<file path="src/rtl/eirq_pkg.sv">
package eirq_pkg;
   localparam int unsigned DATA_W = 32;
   localparam int unsigned ADDR_W = 3;

   typedef enum logic [ADDR_W-1:0] {
      REG_RISE_EN   = 3'd0,
      REG_FALL_EN   = 3'd1,
      REG_SWTRIG    = 3'd2,
      REG_RISE_PEND = 3'd3,
      REG_FALL_PEND = 3'd4,
      REG_MASK      = 3'd5
   } reg_idx_e;
endpackage

</file>
<file path="src/rtl/eirq_sync.sv">
module eirq_sync #(
   parameter int unsigned W      = 17,
   parameter int unsigned STAGES = 2
) (
   input  logic         clk,
   input  logic         rst_n,
   input  logic [W-1:0] d,
   output logic [W-1:0] q
);
   logic [W-1:0] stg [STAGES];

   always_ff @(posedge clk or negedge rst_n) begin
      if (!rst_n) begin
         for (int i = 0; i < int'(STAGES); i++) stg[i] <= '0;
      end else begin
         stg[0] <= d;
         for (int i = 1; i < int'(STAGES); i++) stg[i] <= stg[i-1];
      end
   end

   assign q = stg[STAGES-1];
endmodule

</file>
<file path="src/rtl/eirq_edge.sv">
module eirq_edge #(
   parameter int unsigned W = 17
) (
   input  logic         clk,
   input  logic         rst_n,
   input  logic [W-1:0] level,
   output logic [W-1:0] rise_hit,
   output logic [W-1:0] fall_hit
);
   logic [W-1:0] level_d;

   always_ff @(posedge clk or negedge rst_n) begin
      if (!rst_n) level_d <= '0;
      else        level_d <= level;
   end

   assign rise_hit = level & ~level_d;
   assign fall_hit = ~level & level_d;
endmodule

</file>
<file path="src/rtl/eirq_regs.sv">
module eirq_regs
   import eirq_pkg::*;
#(
   parameter int unsigned W = 17
) (
   input  logic              clk,
   input  logic              rst_n,
   input  logic              wr,
   input  logic [ADDR_W-1:0] addr,
   input  logic [W-1:0]      wdata,
   input  logic [W-1:0]      rise_hit,
   input  logic [W-1:0]      fall_hit,
   output logic [W-1:0]      rise_en,
   output logic [W-1:0]      fall_en,
   output logic [W-1:0]      swtrig,
   output logic [W-1:0]      rise_pend,
   output logic [W-1:0]      fall_pend,
   output logic [W-1:0]      mask
);
   logic          wr_re, wr_fe, wr_sw, wr_rp, wr_fp, wr_mk;
   logic [W-1:0]  rise_set, fall_set, rise_clr, fall_clr;

   assign wr_re = wr && (addr == REG_RISE_EN);
   assign wr_fe = wr && (addr == REG_FALL_EN);
   assign wr_sw = wr && (addr == REG_SWTRIG);
   assign wr_rp = wr && (addr == REG_RISE_PEND);
   assign wr_fp = wr && (addr == REG_FALL_PEND);
   assign wr_mk = wr && (addr == REG_MASK);

   // an edge meeting a write to its own enable register is discarded
   assign rise_set = (rise_hit & rise_en & {W{~wr_re}}) | swtrig;
   assign fall_set = (fall_hit & fall_en & {W{~wr_fe}}) | swtrig;
   assign rise_clr = wr_rp ? wdata : '0;
   assign fall_clr = wr_fp ? wdata : '0;

   always_ff @(posedge clk or negedge rst_n) begin
      if (!rst_n) begin
         rise_en   <= '0;
         fall_en   <= '0;
         swtrig    <= '0;
         rise_pend <= '0;
         fall_pend <= '0;
         mask      <= '0;
      end else begin
         if (wr_re) rise_en <= wdata;
         if (wr_fe) fall_en <= wdata;
         if (wr_mk) mask    <= wdata;
         swtrig    <= wr_sw ? wdata : '0;
         rise_pend <= (rise_pend & ~rise_clr) | rise_set;
         fall_pend <= (fall_pend & ~fall_clr) | fall_set;
      end
   end
endmodule

</file>
<file path="src/rtl/edge_irq_ctrl.sv">
module edge_irq_ctrl
   import eirq_pkg::*;
#(
   parameter int unsigned NUM_LINES   = 17,
   parameter int unsigned SYNC_STAGES = 2
) (
   input  logic                 clk,
   input  logic                 rst_n,
   input  logic [NUM_LINES-1:0] lines_async,
   input  logic                 bus_wr,
   input  logic [ADDR_W-1:0]    bus_addr,
   input  logic [DATA_W-1:0]    bus_wdata,
   output logic [DATA_W-1:0]    bus_rdata,
   output logic                 irq
);
   localparam int unsigned NL = NUM_LINES;

   if (NL < 1 || NL > DATA_W) begin : g_bad_lines
      $error("NUM_LINES must lie in 1..DATA_W");
   end
   if (SYNC_STAGES < 2) begin : g_bad_sync
      $error("SYNC_STAGES must be at least 2");
   end

   logic [NL-1:0] lines_sync, rise_hit, fall_hit;
   logic [NL-1:0] rise_en, fall_en, swtrig, rise_pend, fall_pend, mask;
   logic [NL-1:0] rd_sel;

   eirq_sync #(.W(NL), .STAGES(SYNC_STAGES)) u_sync (
      .clk(clk), .rst_n(rst_n), .d(lines_async), .q(lines_sync)
   );

   eirq_edge #(.W(NL)) u_edge (
      .clk(clk), .rst_n(rst_n), .level(lines_sync),
      .rise_hit(rise_hit), .fall_hit(fall_hit)
   );

   eirq_regs #(.W(NL)) u_regs (
      .clk(clk), .rst_n(rst_n), .wr(bus_wr), .addr(bus_addr),
      .wdata(bus_wdata[NL-1:0]), .rise_hit(rise_hit), .fall_hit(fall_hit),
      .rise_en(rise_en), .fall_en(fall_en), .swtrig(swtrig),
      .rise_pend(rise_pend), .fall_pend(fall_pend), .mask(mask)
   );

   always_comb begin
      case (bus_addr)
         REG_RISE_EN:   rd_sel = rise_en;
         REG_FALL_EN:   rd_sel = fall_en;
         REG_SWTRIG:    rd_sel = swtrig;
         REG_RISE_PEND: rd_sel = rise_pend;
         REG_FALL_PEND: rd_sel = fall_pend;
         REG_MASK:      rd_sel = mask;
         default:       rd_sel = '0;
      endcase
      bus_rdata            = '0;
      bus_rdata[NL-1:0]    = rd_sel;
   end

   assign irq = |(mask & (rise_pend | fall_pend));
endmodule

</file>
<file path="config.mk">
export PLATFORM = sky130hd
export DESIGN_NAME = edge_irq_ctrl
export DESIGN_NICKNAME = d
export VERILOG_FILES = /design/src/rtl/eirq_pkg.sv /design/src/rtl/eirq_sync.sv /design/src/rtl/eirq_edge.sv /design/src/rtl/eirq_regs.sv /design/src/rtl/edge_irq_ctrl.sv
export SDC_FILE = /design/constraint.sdc
export NUM_CORES = 1
export LEC_CHECK = 0
export CAP_MARGIN = 20
export CORE_ASPECT_RATIO = 0.6
export CORE_UTILIZATION = 35
export CTS_CLUSTER_SIZE = 14
export DETAILED_ROUTE_END_ITERATION = 7
export SYNTH_ARGS = -nofsm -noshare
export SYNTH_HDL_FRONTEND = slang
export SYNTH_HIERARCHICAL = 1
export SYNTH_SLANG_ARGS = --single-unit
export TNS_END_PERCENT = 30
</file>
<file path="constraint.sdc">
create_clock -name clk -period 1.79 [get_ports clk]
set_input_delay 0.179 -clock clk [delete_from_list [all_inputs] [get_ports clk]]
set_output_delay 0.179 -clock clk [all_outputs]
set_load 0.005 [all_outputs]
</file>
Word level (Yosys, flattened, before mapping):

Cells that the tools add are included.

* input port bits: 55
* register bits after elaboration: 153
* word-level logic and storage cells: 46
* output and inout port bits: 33

* mux-type cells: 4
* eq/ne operators: 5
* reductions and logical operators: 8
* bitwise gates (word level): 20

Operator list (number)
* $and A17 B17 Y17: 9
* $pmux W17 S6: 1
* $or A17 B17 Y17: 5
* $not A17 Y17: 4
* $mux W17: 3
* $reduce_or A17 Y1: 1
* $eq A3 B2 Y1 const B: 2
* $eq A3 B3 Y1 const B: 2
* $logic_and A1 B1 Y1: 6
* $eq A3 B1 Y1 const B: 1
* $logic_not A3 Y1: 1
* $not A1 Y1: 2

Depth between registers and ports, before layout:

* depth in word-level cells: 6
* mapped depth: 6
* gate-level depth less buffers: 4

Cells and area by module:

Netlist, hierarchy kept.

Modules (own cells, without submodules)
* eirq_regs: seq. area each 2552.4 um^2, area each 3996.3 um^2, cells an instance 295, instances 1
* eirq_sync: seq. area each 850.8 um^2, area each 978.4 um^2, cells an instance 51, instances 1
* edge_irq_ctrl: seq. area each 0.0 um^2, area each 894.6 um^2, cells an instance 121, instances 1
* eirq_edge: seq. area each 425.4 um^2, area each 723.2 um^2, cells an instance 51, instances 1

Worst setup path before layout:

Ideal clock, no wire load.

* kind: input to register
* start: input bus_addr[1]
* end: register u_regs.rise_pend[4]
* buffers on the path: 2
* stages on the path: 4
* library setup time: 0.126 ns
* data required time: 1.664 ns
* arrival time: 1.304 ns
* path slack: 0.360 ns
* cells stage by stage: or4b_1 -> buf_6 -> buf_8 -> a311o_1

* word-level cells in the longest chain between the ends: 6
* elaborated cells between the ends (all ways): 11
* classes of those cells: eq/ne: 1; mux: 1; bitwise: 6; reduce/logical: 3

Ends and longest elaborated chain
* start: declaration: line edge_irq_ctrl.sv:11 `input logic [ADDR_W-1:0] bus_addr,`
* $eq A3 B2 Y1 or $logic_not A3 Y1 (tied branches): line eirq_regs.sv:26, eirq_regs.sv:23
* $logic_and A1 B1 Y1, on equally long branches: line eirq_regs.sv:26, eirq_regs.sv:23
* $mux W17 or $not A1 Y1 (tied branches): line eirq_regs.sv:33, eirq_regs.sv:31
* $not A17 Y17 or $and A17 B17 Y17 (tied branches): line eirq_regs.sv:49, eirq_regs.sv:31
* $and A17 B17 Y17 or $or A17 B17 Y17 (tied branches): line eirq_regs.sv:49, eirq_regs.sv:31
* $or A17 B17 Y17 (*): line eirq_regs.sv:49 `rise_pend <= (rise_pend & ~rise_clr) | rise_set;`
* end signal: assignment: line eirq_regs.sv:49
* end: declaration: line eirq_regs.sv:16 `output logic [W-1:0] rise_pend,`

Mark *: on every way between the ends. The rest lies on a longest branch, timed or not.
A chain may end at the register's enable or synchronous reset.

Worst setup path in the final report:

* start: register u_regs.rise_pend[2]
* end: output irq

* word-level cells in the longest chain between the ends: 3

Ends and longest elaborated chain
* $or A17 B17 Y17: line edge_irq_ctrl.sv:59 `assign irq = |(mask & (rise_pend | fall_pend));`
* $and A17 B17 Y17: line edge_irq_ctrl.sv:59
* $reduce_or A17 Y1: line edge_irq_ctrl.sv:59
* end: declaration: line edge_irq_ctrl.sv:14 `output logic irq`

No other way between the ends.

==> key figures <==
Status
  • Status: finished, violations left
  • Failing checks: design-rule violations, negative setup slack

STA
  • Tcrit/Tclk final: 121%
  • Maximum clock rate: 461 MHz
  • Setup slack after layout: -0.377 ns
  • Final slew viol count: 0
  • Setup TNS: -0.510 ns
  • Final min period: 2.17 ns
  • WHS: 0.192 ns
  • Hold Violations, Final: 0
  • RSZ-0062 raised after global routing: yes
  • Final Skew: 0.00541 ns
  • Final setup vio count: 4
  • Actual slew at the worst max-slew pin: 0.508 ns
  • Slew headroom: 65.8%

Yosys
  • Primary FF master, synth: dfrtp_1
  • Cell Area, Synth: 6590 sq um
  • Synth area leaders: dfrtp_1, mux2_2, a22oi_1, a311o_1, and2b_2
  • Post-synth EDFFs: 0
  • YS warnings: 6
  • Ys async rst share: 100%
  • Cells after Synth: 518
  • Top cell type's share of synthesized area: 58.1%
  • #FFs+latches synth: 153
  • Count leader, synth: dfrtp_1
  • Library cells used by synthesis: 30
  • Synth cell count leaders: dfrtp_1, nand2_1, a22oi_1
  • Leading area contributor after synthesis: dfrtp_1
  • Seq/Total Area, Yosys: 58.1%
  • Avg Cell Area, Syn: 12.7 sq um

Clock tree
  • Num CTS Buffers: 17
  • Clk slew on worst S/H paths: 0.06 ns
  • Clock sinks: 153
  • Later-pin clock latency in the skew report: 0.42 ns
  • Root buf cell: clkbuf_16
  • CTS tree: yes
  • H-tree levels: 4
  • Clk buf depth: 2

Drt
  • Vias/cell: 5.31
  • WL per Instance: 19.5 um
  • Routed WL: 17300 um
  • Vias: 4707
  • DR DRC count: 13
  • DRT iter0 DRCs: 396
  • Pre-antenna DRT Iters: 7
  • Number of routed nets with antenna violations: 0

Placement
  • Post-Place Cells: 840
  • I/O Buffers: 57
  • DP Wirelength: 11100 um
  • Dpl ws: -0.404 ns
  • Area after DPL: 7740 sq um
  • GP Congestion: 0.790

Cells and area
  • Final std cells w/o fill: 887
  • Fin nets: 691
  • Layout filler cell count: 1653
  • Ratio of cells with drive above 1 in the final layout: 32.8%
  • Diode count: 0
  • P&R area growth vs syn: 30.1%
  • Post-route cell area: 8580 sq um

Pwr
  • Pleak: 3.78 nW
  • P per Cell Area: 1130 nW/um^2
  • IR drop worst, VDD: 678 uV

Floorplanning
  • Die width: 179 um
  • Die area: 19400 sq um
  • Starting Density: 36.1%
  • Row count: 38
  • Io pins: 88
  • Die height: 108 um
  • Core area: 18300 sq um

Global routing
  • Initial antenna violation count: 0
  • GRT Util Overall: 19.1%
  • Grt total ovfl: 0
  • Vias in the first global route: 4905
  • Largest net degree at the start of global routing: 44
  • First-pass GRT wire length: 27200 um

Critical path
  • Worst R2R Start: u_regs/fall_pend[2]
  • CP Class: flip-flop to primary output
  • Reg2reg end: u_regs/fall_pend[2]
  • Required time of the critical path: 1.61 ns
  • Crit. End Element: primary output
  • Reg2reg path depth: 4
  • Reg2reg setup slack: 0.60 ns
  • Critical Path Source Type: flip-flop
  • Critical path fanouts, max: 2
  • CP Data Arrival Time: 1.99 ns

Min path
  • WHS Endpoint: u_sync/stg[29]
  • Worst hold path class: input pin to flip-flop
  • Worst hold start: lines_async[12]
  • Worst hold path depth: 1

Job
  • Max cap viols: 0
-- layout by cell type (no fill, tap or decap), drive strengths merged --
cell type | netlist | final
a21boi | 34 | 34
a22oi | 51 | 51
a311o | 34 | 34
and2 | 17 | 17
and2b | 35 | 35
and3b | 3 | 3
and4b | 1 | 1
and4bb | 1 | 1
buf | 47 | 86
bufinv | 0 | 4
clkbuf | 7 | 24
clkdlybuf4s15 | 0 | 2
clkdlybuf4s50 | 0 | 35
clkinv | 0 | 6
clkinvlp | 0 | 3
conb | 1 | 15
dfrtp | 153 | 153
dlygate4sd2 | 0 | 6
dlygate4sd3 | 0 | 1
dlymetal6s2s | 0 | 2
mux2 | 34 | 34
nand2 | 53 | 53
nand3 | 18 | 18
nand4 | 4 | 4
nor2b | 1 | 1
nor3 | 1 | 1
nor3b | 3 | 3
nor4 | 1 | 1
nor4b | 1 | 1
o21ai | 17 | 17
or4b | 1 | 1
-- critical path, cell delays in order (launching register included) --
cell and delay, ns:
dfrtp_1 0.39, o21ai_2 0.20, nand4_1 0.23, nor4_2 0.40, nand4_1 0.18, buf_2 0.16
-- sequential cells by signal, indices dropped and copies added (netlist names) --
register / flops
u_sync/stg: 17
u_regs/fall_pend: 17
u_regs/mask: 17
u_regs/fall_en: 17
u_regs/rise_pend: 17
u_sync/q: 17
u_edge/level_d: 17
u_regs/swtrig: 17
u_regs/rise_en: 17
-- cell type report --
type	instances	area, sq um	area share, %
Sequential cell	153	3830	44.6
Multi-Input combinational cell	325	2450	28.6
Timing Repair Buffer	139	1390	16.2
Clock buffer	17	425	4.96
Tap cell	240	300	3.50
Clock inverter	13	180	2.10
-- layer usage --
metal / GRT usage, % / up-vias / wire, um
li1: - / 2090 / -
met1: 26.8 / 2410 / 8430
met2: 28.7 / 184 / 7660
met3: 4.75 / 23 / 986
met4: 6.60 / 0 / 231
met5: 0 / - / 0
-- where the power goes --
group / switching, W / internal [W] / total (W)
combinational: 0.000701 / 0.000942 / 0.00164
clock: 0.00141 / 0.00231 / 0.00372
sequential: 0.000360 / 0.00395 / 0.00431
total: 0.00247 / 0.00720 / 0.00967
-- kinds of logic (layout without fill, tap and decap cells) --
kind of cell / after synthesis / in the layout / synth area share, %
AO/OA/AOI/OAI: 136 / 136 / 16.4
flip-flops: 153 / 153 / 58.1
multiplexers: 34 / 34 / 5.81
buffers and inverters: 54 / 169 / 6.30
other: 1 / 15 / 0.0569
AND/OR/NAND/NOR: 140 / 140 / 13.3
-- per-stage QoR --
step                      power (W)  util (%)
after floorplan             0.00506         -
after global placement      0.00587      42.4
after detailed placement    0.00596      42.4
after CTS                   0.00973      46.8
after global routing         0.0101      47.0
final                       0.00967      47.0
-- worst max path at each step --
stage	startpoint	end	slack (ns)	cells after the start
5_1_grt	u_regs/rise_pend[2]	irq	-0.40	5
2_1_floorplan	bus_addr[1]	u_regs/rise_pend[4]	0.36	4
3_3_place_gp	bus_addr[1]	bus_rdata[3]	-0.41	7
3_5_place_dp	bus_addr[1]	bus_rdata[3]	-0.40	7
6_report	u_regs/rise_pend[2]	irq	-0.38	5
4_1_cts	u_regs/rise_pend[2]	irq	-0.34	6
-- timing repair --
action | in CTS | in global routing
buffers inserted | 10 | 4
hold buffers | 1 | 0
pin swaps | 11 | 12
gates cloned | 3 | 0
gates resized for setup | 56 | 21
hold endpoints to repair | 38 | 0
setup endpoints to repair | 18 | 15
(Power assumes the default switching activity.)
